## src/rtl/setred_pkg.sv

```systemverilog
package setred_pkg;

  // Fixed adder depth; the eight-step schedule below is built around it.
  localparam int ADD_LAT   = 3;
  localparam int SCHED_LEN = 8;

  typedef enum logic [2:0] {
    SRC_ZERO,
    SRC_IN,
    SRC_IB0,
    SRC_IB1,
    SRC_OB,
    SRC_PIPE
  } srcSel_e;

  typedef struct packed {
    srcSel_e selA;
    srcSel_e selB;
    logic    wrIb0;
    logic    wrIb1;
    logic    wrOb;
    logic    emit;
    logic    foldStart;
  } ctrlStrobe_t;

endpackage

```

## src/rtl/setred_ctrl.sv

```systemverilog
module setred_ctrl
  import setred_pkg::*;
#(
  parameter int TAG_W = 4
) (
  input  logic             clk,
  input  logic             rstN,
  input  logic             inValid,
  input  logic [TAG_W-1:0] inTag,
  input  logic             flush,
  output ctrlStrobe_t      strb,
  output logic [TAG_W-1:0] foldTag
);

  localparam int STEP_W = $clog2(SCHED_LEN + 1);
  localparam logic [STEP_W-1:0] IDLE = STEP_W'(SCHED_LEN);

  logic              setOpen;
  logic [TAG_W-1:0]  curTag;
  logic [STEP_W-1:0] stepReg;
  logic [STEP_W-1:0] stepNow;
  logic              trigger;

  always_comb begin
    trigger = setOpen && ((inValid && (inTag != curTag)) || flush);
    stepNow = trigger ? '0 : stepReg;
    strb           = '0;
    strb.selA      = SRC_IN;
    strb.selB      = SRC_PIPE;
    strb.foldStart = trigger;
    case (int'(stepNow))
      0: begin strb.selA = SRC_ZERO; strb.selB = SRC_ZERO; strb.wrIb0 = 1'b1; strb.wrOb = 1'b1; end
      1: begin strb.selA = SRC_OB;   strb.selB = SRC_PIPE; strb.wrIb1 = 1'b1; end
      2: begin strb.selA = SRC_IB0;  strb.selB = SRC_IB1;  strb.wrIb0 = 1'b1; strb.wrOb = 1'b1; end
      3: begin strb.selA = SRC_IB0;  strb.selB = SRC_IN;   end
      4: begin strb.selA = SRC_PIPE; strb.selB = SRC_OB;   strb.wrIb0 = 1'b1; end
      5, 6: begin strb.selA = SRC_IB0; strb.selB = SRC_PIPE; strb.wrIb0 = 1'b1; end
      7: begin strb.selA = SRC_IB0;  strb.selB = SRC_IN;   strb.emit = 1'b1; end
      default: ;
    endcase
  end

  always_ff @(posedge clk or negedge rstN) begin
    if (!rstN) begin
      setOpen <= 1'b0;
      curTag  <= '0;
      foldTag <= '0;
      stepReg <= IDLE;
    end else if (trigger) begin
      stepReg <= STEP_W'(1);
      foldTag <= curTag;
      if (flush) setOpen <= 1'b0;
      else       curTag  <= inTag;
    end else begin
      if (stepReg != IDLE) stepReg <= stepReg + 1'b1;
      if (inValid && !setOpen) begin
        setOpen <= 1'b1;
        curTag  <= inTag;
      end
    end
  end

  // a close may only start while no schedule is running
  a_r7_close_spacing: assert property (@(posedge clk) disable iff (!rstN)
    trigger |-> (stepReg == IDLE));

  // flush never shares a cycle with an operand
  a_r8_flush_alone: assert property (@(posedge clk) disable iff (!rstN)
    !(flush && inValid));

endmodule

```

## src/rtl/setred_dp.sv

```systemverilog
module setred_dp
  import setred_pkg::*;
#(
  parameter int DATA_W = 32,
  parameter int TAG_W  = 4
) (
  input  logic              clk,
  input  logic              rstN,
  input  ctrlStrobe_t       strb,
  input  logic              inValid,
  input  logic [DATA_W-1:0] inData,
  input  logic [TAG_W-1:0]  foldTag,
  output logic              outValid,
  output logic [DATA_W-1:0] outSum,
  output logic [TAG_W-1:0]  outTag
);

  logic [DATA_W-1:0] operand;
  logic [DATA_W-1:0] ib0, ib1, ob;
  logic [DATA_W-1:0] portA, portB, sumNow, pipeOut;
  logic [DATA_W-1:0] stage [ADD_LAT];
  logic [1:0]        warm;

  function automatic logic [DATA_W-1:0] pick(
    input srcSel_e           s,
    input logic [DATA_W-1:0] xv,
    input logic [DATA_W-1:0] i0,
    input logic [DATA_W-1:0] i1,
    input logic [DATA_W-1:0] ov,
    input logic [DATA_W-1:0] pv
  );
    case (s)
      SRC_IN:   return xv;
      SRC_IB0:  return i0;
      SRC_IB1:  return i1;
      SRC_OB:   return ov;
      SRC_PIPE: return pv;
      default:  return '0;
    endcase
  endfunction

  assign operand = inValid ? inData : '0;
  assign pipeOut = stage[ADD_LAT-1];
  assign portA   = pick(strb.selA, operand, ib0, ib1, ob, pipeOut);
  assign portB   = pick(strb.selB, operand, ib0, ib1, ob, pipeOut);
  assign sumNow  = portA + portB;

  always_ff @(posedge clk or negedge rstN) begin
    if (!rstN) stage[0] <= '0;
    else       stage[0] <= sumNow;
  end

  for (genvar g = 1; g < ADD_LAT; g++) begin : gDelay
    always_ff @(posedge clk or negedge rstN) begin
      if (!rstN) stage[g] <= '0;
      else       stage[g] <= stage[g-1];
    end
  end

  always_ff @(posedge clk or negedge rstN) begin
    if (!rstN) begin
      ib0 <= '0; ib1 <= '0; ob <= '0;
      outValid <= 1'b0; outSum <= '0; outTag <= '0;
      warm <= '0;
    end else begin
      if (strb.wrIb0) ib0 <= operand;
      if (strb.wrIb1) ib1 <= operand;
      if (strb.wrOb)  ob  <= pipeOut;
      outValid <= strb.emit;
      if (strb.emit) begin
        outSum <= pipeOut;
        outTag <= foldTag;
      end
      if (warm != 2'd3) warm <= warm + 2'd1;
    end
  end

  // each adder result leaves the pipeline three cycles later
  a_r9_adder_latency: assert property (@(posedge clk) disable iff (!rstN)
    (warm == 2'd3) |-> (pipeOut == $past(sumNow, 3)));

  // a started schedule reaches its emit step seven cycles on
  a_r4_emit_after_start: assert property (@(posedge clk) disable iff (!rstN)
    strb.foldStart |-> ##7 strb.emit);

endmodule

```

## src/rtl/setred_top.sv

```systemverilog
module setred_top
  import setred_pkg::*;
#(
  parameter int DATA_W = 32,
  parameter int TAG_W  = 4
) (
  input  logic              clk,
  input  logic              rstN,
  input  logic              inValid,
  input  logic [DATA_W-1:0] inData,
  input  logic [TAG_W-1:0]  inTag,
  input  logic              flush,
  output logic              outValid,
  output logic [DATA_W-1:0] outSum,
  output logic [TAG_W-1:0]  outTag
);

  ctrlStrobe_t      strb;
  logic [TAG_W-1:0] foldTag;

  setred_ctrl #(.TAG_W(TAG_W)) uCtrl (
    .clk(clk), .rstN(rstN), .inValid(inValid), .inTag(inTag),
    .flush(flush), .strb(strb), .foldTag(foldTag)
  );

  setred_dp #(.DATA_W(DATA_W), .TAG_W(TAG_W)) uDp (
    .clk(clk), .rstN(rstN), .strb(strb), .inValid(inValid),
    .inData(inData), .foldTag(foldTag), .outValid(outValid),
    .outSum(outSum), .outTag(outTag)
  );

  // a result always follows a set close by eight edges
  a_r4_result_delay: assert property (@(posedge clk) disable iff (!rstN)
    outValid |-> $past(strb.foldStart, 8));

  // results are never back to back
  a_r3_result_spacing: assert property (@(posedge clk) disable iff (!rstN)
    outValid |=> !outValid);

endmodule

```

## config.mk

```make
export PLATFORM = sky130hd
export DESIGN_NAME = setred_top
export DESIGN_NICKNAME = d
export VERILOG_FILES = /design/src/rtl/setred_pkg.sv /design/src/rtl/setred_ctrl.sv /design/src/rtl/setred_dp.sv /design/src/rtl/setred_top.sv
export SDC_FILE = /design/constraint.sdc
export NUM_CORES = 1
export LEC_CHECK = 0
export BUFFER_PORTS_ARGS = -buffer_cell sky130_fd_sc_hd__buf_2
export CAP_MARGIN = 30
export CELL_PAD_IN_SITES_DETAIL_PLACEMENT = 1
export CELL_PAD_IN_SITES_GLOBAL_PLACEMENT = 2
export CORE_MARGIN = 2
export CORE_UTILIZATION = 44
export DETAILED_ROUTE_END_ITERATION = 8
export GPL_TIMING_DRIVEN = 0
export PLACE_DENSITY = 0.92
export SYNTH_ARGS = -nofsm -noshare
export SYNTH_HDL_FRONTEND = slang
export SYNTH_HIERARCHICAL = 1
export SYNTH_SLANG_ARGS = --single-unit
```

## constraint.sdc

```tcl
create_clock -name clk -period 9.85 [get_ports clk]
set_clock_uncertainty 0.05 [all_clocks]
set_input_delay 1.97 -clock clk [delete_from_list [all_inputs] [get_ports clk]]
set_output_delay 1.97 -clock clk [all_outputs]
set_load 0.02 [all_outputs]
```

# Yosys cells after proc, flatten, opt, wreduce, memory -nomap -nowiden
# Index checks and enable logic that the tools add are counted.
# Widths: inputs -> output; s select.
# word_totals
regBits	242
input_bits	40
output_inout_bits	37
# op_classes
add_sub_neg	2
eq_ne	21
n_mux	17
n_reduce_logical	14
# op_table
op	count
$pmux 32 s5	2
$pmux 6 s6	1
$add 32x32->32	1
$mux 32	1
$mux 4	6
$eq 4x3->1 const B	4
$eq 3x2->1 const B	4
$eq 3x3->1 const B	4
$eq 4x2->1 const B	2
$mux 1	7
$eq 3x1->1 const B	2
$reduce_or 2->1	3
$reduce_or 5->1	1
$add 4x1->4 const B	1
$eq 4x1->1 const B	1
$logic_not 4->1	1
$ne 2x2->1 const B	2
$ne 4x4->1	1
$ne 4x4->1 const B	1
$reduce_and 2->1	2
$reduce_bool 2->1	2
$logic_and 1x1->1	3
$logic_not 1->1	1
$logic_or 1x1->1	1

# Logic depth before layout (Yosys ltp)
# Gate-level depths: netlist of the first run.
# depth
ltp_word	11
mapped_depth	21
mapped_depth_nobuf	18

# Modules after synthesis
# The synthesis of the first run kept the hierarchy.
# by_module_without_submodules
mod	n_inst	cells_each	area_per_inst_um2	seq_area_each_um2
setred_dp	1	1049	11329.6	5730.5
setred_ctrl	1	99	942.2	326.6

# Least setup slack after synthesis of the first run
# Ideal clock, no wire load.
# synth_timing
path_kind	input port to flip-flop
startpoint	input inTag[1]
endpoint	register uDp/stage[92] (netlist bit)
setup_time_ps	135
t_arrival_ps	5826
required_time_ps	9665
slack_ps	3839
stages	19
path_buffers	3
cell_sequence	xor2_1 -> o41a_1 -> buf_6 -> nor3_1 -> clkbuf_1 -> nor3b_1 -> clkbuf_1 -> a31o_2 -> ha_1 -> inv_1 -> fa_1 -> nor2b_1 -> o2111ai_1 -> nand2_1 -> a31o_1 -> a41oi_1 -> a21oi_1 -> mux2i_1 -> o311ai_1
# synth_lines
element	line	rtl
from (decl)	setred_top.sv:11	input logic [TAG_W-1:0] inTag,
to (decl)	setred_dp.sv:21	logic [DATA_W-1:0] stage [ADD_LAT];

==> metrics.md, run 1 <==
| Metric | Value |
|---|---|
| Crit Path Class | input pin to register |
| Switching part of the total | 37.52% |
| Pin count of the biggest net entering global routing | 104 |
| Setup_tns | 0 ns |
| Io pins | 77 |
| YS warnings | 6 |
| Max_cap viols | 0 |
| Post-Layout Inst Area | 14220 um2 |
| Dpl ws | 2.371 ns |
| Hold buffers post-CTS | 0 |
| DIE AREA | 29220 um2 |
| Number of antenna violations at the first check in global routing | 0 |
| Metal-1 WL | 16.00 mm |
| Layout cells sized above 1 | 17.65% |
| Psw | 0.001547 W |
| RePlAce Congestion | 0.8572 |
| Chip Height | 170.9 um |
| # diodes | 0 |
| Row count | 61 |
| Global-route wire length before repair | 59.22 mm |
| Initial Util | 44.38% |
| P&R area growth vs syn | 16.01% |
| Max Slew Vio Count | 0 |
| CP startpoint kind | input pin |
| CTS tree | done |
| Critical Path RT | 10.20 ns |
| Wire per inst | 22.61 um |
| Clock power share | 28.0% |
| F_max | 141.4 MHz |
| H-tree levels | 1 |
| Placement Cell Area | 13190 um2 |
| Final ANT Viol Nets | 0 |
| Sequential share of power | 37.4% |
| Total power | 0.004124 W |
| Crit path time final | 7.073 ns |
| Comb pwr share | 34.6% |
| Clk sinks | 242 |
| Slew headroom | 31.04% |
| VDD IR max | 0.1278 mV |
| Leak | 6.373 nW |
| Internal power | 0.002577 W |
| Input/output buffers | 76 |
| Drt drc | 0 |
| Hold crit path type | register to register |
| GRT overflow | 0 |
| Worst hold margin | 0.2916 ns |
| Worst Path Max Fanout | 10 |
| Hpwl dp | 25.48 mm |
| Core ar. | 27630 um2 |
| RSZ-0062 raised after global routing | false |
| Final worst-path cycle share | 71.81% |
| DR pass1 iterations | 5 |
| GRT Total Usage | 26.01% |
| Clock slew at reported path FFs | 0.06 ns |
| Status | complete, no violations |
| Via count | 9716 |
| Slew at the pin closest to its max-slew limit | 1.034 ns |
| CTS max path bufs | 3 |
| Mapped Nets | 1220 |
| Setup slack after layout | 2.777 ns |
| Vias in the first global route | 10.57k |
| CP arrival | 7.42 ns |
| Routed WL | 37.37 mm |
| Final net count | 1329 |
| DR top layer | met4 |
| Gate Count Post-Synth | 1146 |
| CTS buffer count | 27 |
| Post_cts resized | 0 |
| Starting DRT DRC Count | 600 |
| Pwr Density | 289.9 nW/um2 |
| Final Hold Viols | 0 |
| Avg Cell Area, Syn | 10.70 um2 |
| Post-synthesis cell area | 12260 um2 |
| WL met3 | 2.099 mm |
| Latest clock arrival within the worst-skew pair | 0.54 ns |
| Final-report setup violation count | 0 |
| Root Driver | clkbuf_16 |
| Setup Buffers After CTS | 0 |
| Vias per cell | 5.878 |
| Metal2 WL | 18.29 mm |
| Setup crit end kind | register |
| Chip width | 170.9 um |
[worst paths after layout]
path | start | end | slack (ns) | depth (start not counted)
max | inTag[1] | uDp/stage[92] | 2.78 | 20
min | uDp/stage[32] | uDp/pipeOut[0] | 0.29 | 0
max in group asynchronous | rstN | uDp/stage[60] | 7.56 | 2
min reg2reg | uDp/stage[32] | uDp/pipeOut[0] | 0.29 | 0
max reg2reg | uCtrl/curTag[1] | uDp/stage[92] | 3.87 | 19
min in group asynchronous | rstN | uDp/pipeOut[7] | 1.31 | 1
[cell usage in the layout, fill, tap and decap left out, types with 3 or more instances in the layout]
master and count:
o211ai_1 65, buf_1 18, inv_1 75, ha_1 33
o21a_1 4, dfrtp_1 241, xor2_1 18, clkinv_2 5
clkbuf_8 3, nor2b_1 7, o21ai_0 71, clkbuf_1 64
o21bai_1 5, buf_2 79, mux2_2 76, nor3_1 11
xnor2_1 22, a32oi_1 58, o21ai_1 4, a41o_1 5
nor2_1 14, nand2b_1 6, nand2_1 82, and2_1 4
a21o_1 18, clkbuf_16 27, a31oi_1 6, buf_8 3
a21oi_1 29, nor3b_1 3, mux2i_1 63, nand3_1 72
and3_1 5, a22oi_1 6, a221oi_1 6, nand4_1 9
bufinv_16 8
[cell type report]
type	instances	area, um2
fill	3077	13410
sequential	242	6057
multi-input combinational	746	5598
clock buffer	34	732.0
timing repair buffer	80	475.5
tap	378	473.0
buffer	83	324.1
clock inverter	15	282.8
inverter	75	281.5
[stage by stage]
step	utilization, %	std cells
3_3_place_gp	47.46	1600
6_report	51.48	1653
2_1_floorplan	-	1146
4_1_cts	51.43	1652
5_1_grt	51.48	1653
3_5_place_dp	47.75	1603
[power by group through the flow]
stage	combinational (W)	clock [W]	sequential, W
detailed placement	0.00140	0	0.00155
global route	0.00156	0.00122	0.00158
CTS	0.00142	0.00118	0.00154
finish	0.00143	0.00115	0.00154
floorplan	0.000913	0	0.00153
global placement	0.00135	0	0.00152
[layer usage]
| layer | up-vias | GRT usage [%] |
|---|---|---|
| li1 | 4410 | - |
| met1 | 4931 | 34.14 |
| met2 | 307 | 44.36 |
| met3 | 68 | 3.863 |
| met4 | 0 | 8.327 |
| met5 | - | 0 |
[sequential cells by signal, indices dropped and copies added (netlist names)]
signal / flops
uCtrl/foldTag: 4
uDp/pipeOut: 32
uCtrl/setOpen: 1
uDp/stage: 64
uCtrl/stepReg: 4
uDp/outTag: 4
uDp/ib1: 32
uDp/outValid: 1
uDp/ob: 32
uDp/outSum: 32
uCtrl/curTag: 4
uDp/ib0: 32
[worst max-delay path, cell delays in order]
cell       delay (ns)
buf_2            0.13
xor2_1           0.16
o41a_1           0.47
buf_6            0.17
nor3_1           0.16
clkbuf_1         0.38
nor3b_1          0.58
clkbuf_1         0.51
a31o_2           0.26
ha_1             0.17
inv_1            0.06
fa_1             0.40
nor2b_1          0.23
o2111ai_1        0.23
nand2_1          0.27
a31o_1           0.27
a41oi_1          0.23
a21oi_1          0.38
mux2i_1          0.25
o311ai_1         0.12
Power figures use the tool's default switching activity.
==> run 2: changes to the inputs <==
--- a/config.mk
+++ b/config.mk
@@ -10,10 +10,10 @@
 export CELL_PAD_IN_SITES_DETAIL_PLACEMENT = 1
 export CELL_PAD_IN_SITES_GLOBAL_PLACEMENT = 2
 export CORE_MARGIN = 2
-export CORE_UTILIZATION = 44
+export CORE_UTILIZATION = 41
 export DETAILED_ROUTE_END_ITERATION = 8
 export GPL_TIMING_DRIVEN = 0
-export PLACE_DENSITY = 0.92
+export PLACE_DENSITY = 0.87
 export SYNTH_ARGS = -nofsm -noshare
 export SYNTH_HDL_FRONTEND = slang
 export SYNTH_HIERARCHICAL = 1
==> constraint.sdc (replaced) <==
create_clock -name clk -period 6.7 [get_ports clk]
set_clock_uncertainty 0.05 [all_clocks]
set_input_delay 1.34 -clock clk [delete_from_list [all_inputs] [get_ports clk]]
set_output_delay 1.34 -clock clk [all_outputs]
set_load 0.02 [all_outputs]
==> run 2 against run 1 <==
Via count is 1.0% lower; routed wire length is 2.5% lower; core utilization is 3.6 points lower; flip-flop and latch count stayed put; critical endpoint unchanged; largest cell class unchanged.
==> metrics.md, run 2 (synthesis gave the netlist of run 1 again) <==
| Metric | Value |
|---|---|
| Final-report setup violation count | 0 |
| Setup_tns | 0 ns |
| Post-Layout Inst Area | 14160 um2 |
| Max Slew Vio Count | 0 |
| P&R area growth vs syn | 15.49% |
| Final ANT Viol Nets | 0 |
| Clk sinks | 242 |
| M2 GR Usage | 39.83% |
| Met1 usage | 31.31% |
| Latest clock arrival within the worst-skew pair | 0.54 ns |
| Status | complete, no violations |
| Hpwl dp | 25.39 mm |
| Min-delay src | uDp/stage[75] |
| Top reg by flops | uDp/stage |
| RSZ-0062 raised after global routing | false |
| Final Hold Viols | 0 |
| Starting DRT DRC Count | 601 |
| # fillers | 3269 |
| Routed WL | 36.45 mm |
| Core ar. | 29560 um2 |
| GRT Total Usage | 23.56% |
| Via count | 9615 |
| Crit Path Class | input pin to register |
| CTS tree | done |
| CP startpoint | inTag[1] |
| Chip Height | 176.9 um |
| Critical Path RT | 7.06 ns |
| Post_cts resized | 0 |
| Max_cap viols | 0 |
| CP delay by family, top | compound AO/OA/AOI/OAI gates |
| Leak | 6.332 nW |
| Final core occ | 47.90% |
| CP peak stage delay | 0.56 ns |
| Chip width | 176.9 um |
| CP max stage cell | nor3b_1 |
| GRT overflow | 0 |
| Slew at the pin closest to its max-slew limit | 0.9719 ns |
| Initial Util | 41.48% |
| Final net count | 1329 |
| # diodes | 0 |
| Pwr Density | 416.6 nW/um2 |
| VDD IR max | 0.2229 mV |
| DR pass1 iterations | 7 |
| Io pins | 77 |
| CP startpoint kind | input pin |
| Placement Cell Area | 13210 um2 |
| Number of antenna violations at the first check in global routing | 0 |
| Final non-filler cell total | 1664 |
| Input/output buffers | 76 |
| Reg area | 6057 um2 |
| Root Driver | clkbuf_16 |
| CTS max path bufs | 3 |
| Hold buffers post-CTS | 0 |
| DP Cell Count | 1615 |
| Multi-input gate area | 5598 um2 |
| Final worst-path cycle share | 93.99% |
| Layout cells sized above 1 | 17.66% |
| Most common cell after layout, fill and taps aside | dfrtp_1 |
| Setup slack after layout | 0.4025 ns |
| GRT busiest layer | met2 |
| Global-route wire length before repair | 57.51 mm |
| Crit path time final | 6.297 ns |
| Most frequent cells in the layout | dfrtp_1, nand2_1, buf_2 |
| Reg2reg start | uCtrl/curTag[1] |
| RePlAce Congestion | 0.8619 |
| Wire per inst | 21.91 um |
| CTS buffer count | 27 |
| Vias per cell | 5.778 |
| Slew headroom | 35.21% |
| Setup Buffers After CTS | 0 |
| Grt met3 use | 3.329% |
| Pin count of the biggest net entering global routing | 97 |
| CP bufs+invs | 5 |
| Vias in the first global route | 10.17k |
| CP cell instances | buf_2 -> xor2_1 -> o41a_1 -> buf_6 -> nor3_1 -> clkbuf_1 -> nor3b_1 -> clkbuf_1 -> a31o_2 -> ha_1 -> inv_1 -> fa_1 -> nor2b_1 -> o2111ai_1 -> nand2_1 -> a31o_1 -> a41oi_1 -> a21oi_1 -> mux2i_1 -> o311ai_1 |
| Worst Path Max Fanout | 10 |
| Hold crit path type | register to register |
| CP arrival | 6.66 ns |
| Row count | 63 |
| Drt drc | 0 |
| H-tree levels | 1 |
| DIE AREA | 31300 um2 |
| Number of flip-flops under the largest register name | 64 |
| Setup crit end kind | register |
| Dpl ws | -0.1624 ns |
| Clock slew at reported path FFs | 0.06 ns |
| F_max | 158.8 MHz |
| Most frequent CP cell | clkbuf_1 |
run 2: changes by cell type in the layout (fill, tap and decap cells not counted), sizes merged:
cell,before,now
clkbuf,94,95
clkinvlp,0,2
bufinv,8,4
run 2: worst paths after layout:
check	endpoint	slack, ns	depth (start not counted)
worst min-delay path	uDp/stage[43]	0.30	0
worst min register to register	uDp/stage[43]	0.30	0
max in group asynchronous	uCtrl/stepReg[3]	4.68	3
worst max-delay path	uDp/stage[92]	0.40	20
min in group asynchronous	uDp/outSum[6]	0.67	1
worst max register to register	uDp/stage[92]	0.86	19
run 2: metal layers:
| metal | vias up | share of wire, % |
|---|---|---|
| li1 | 4412 | - |
| met1 | 4868 | 44 |
| met2 | 266 | 48 |
| met3 | 69 | 4.9 |
| met4 | 0 | 3.2 |
| met5 | - | 0 |
run 2: power by group:
| part | switching, W | internal [W] |
|---|---|---|
| logic | 0.00131 | 0.000768 |
| clock network | 0.000617 | 0.000948 |
| registers | 0.000320 | 0.00194 |
| total | 0.00225 | 0.00365 |
run 2: final cells by class:
class | count | area share [%]
plain buffers | 83 | 2.289
clock buffers | 35 | 5.337
clock inverters | 13 | 1.272
inverters | 75 | 1.988
multi-input cells | 746 | 39.53
flip-flops and latches | 242 | 42.78
well taps | 390 | 3.446
repair buffers | 80 | 3.358
run 2: stage by stage:
step	total power (W)	hold slack, ns
final	0.005900	0.2956
after floorplan	0.003596	0.2812
after detailed placement	0.004331	0.2855
after global placement	0.004229	0.2813
after CTS	0.005931	0.2972
after global routing	0.006251	0.3046
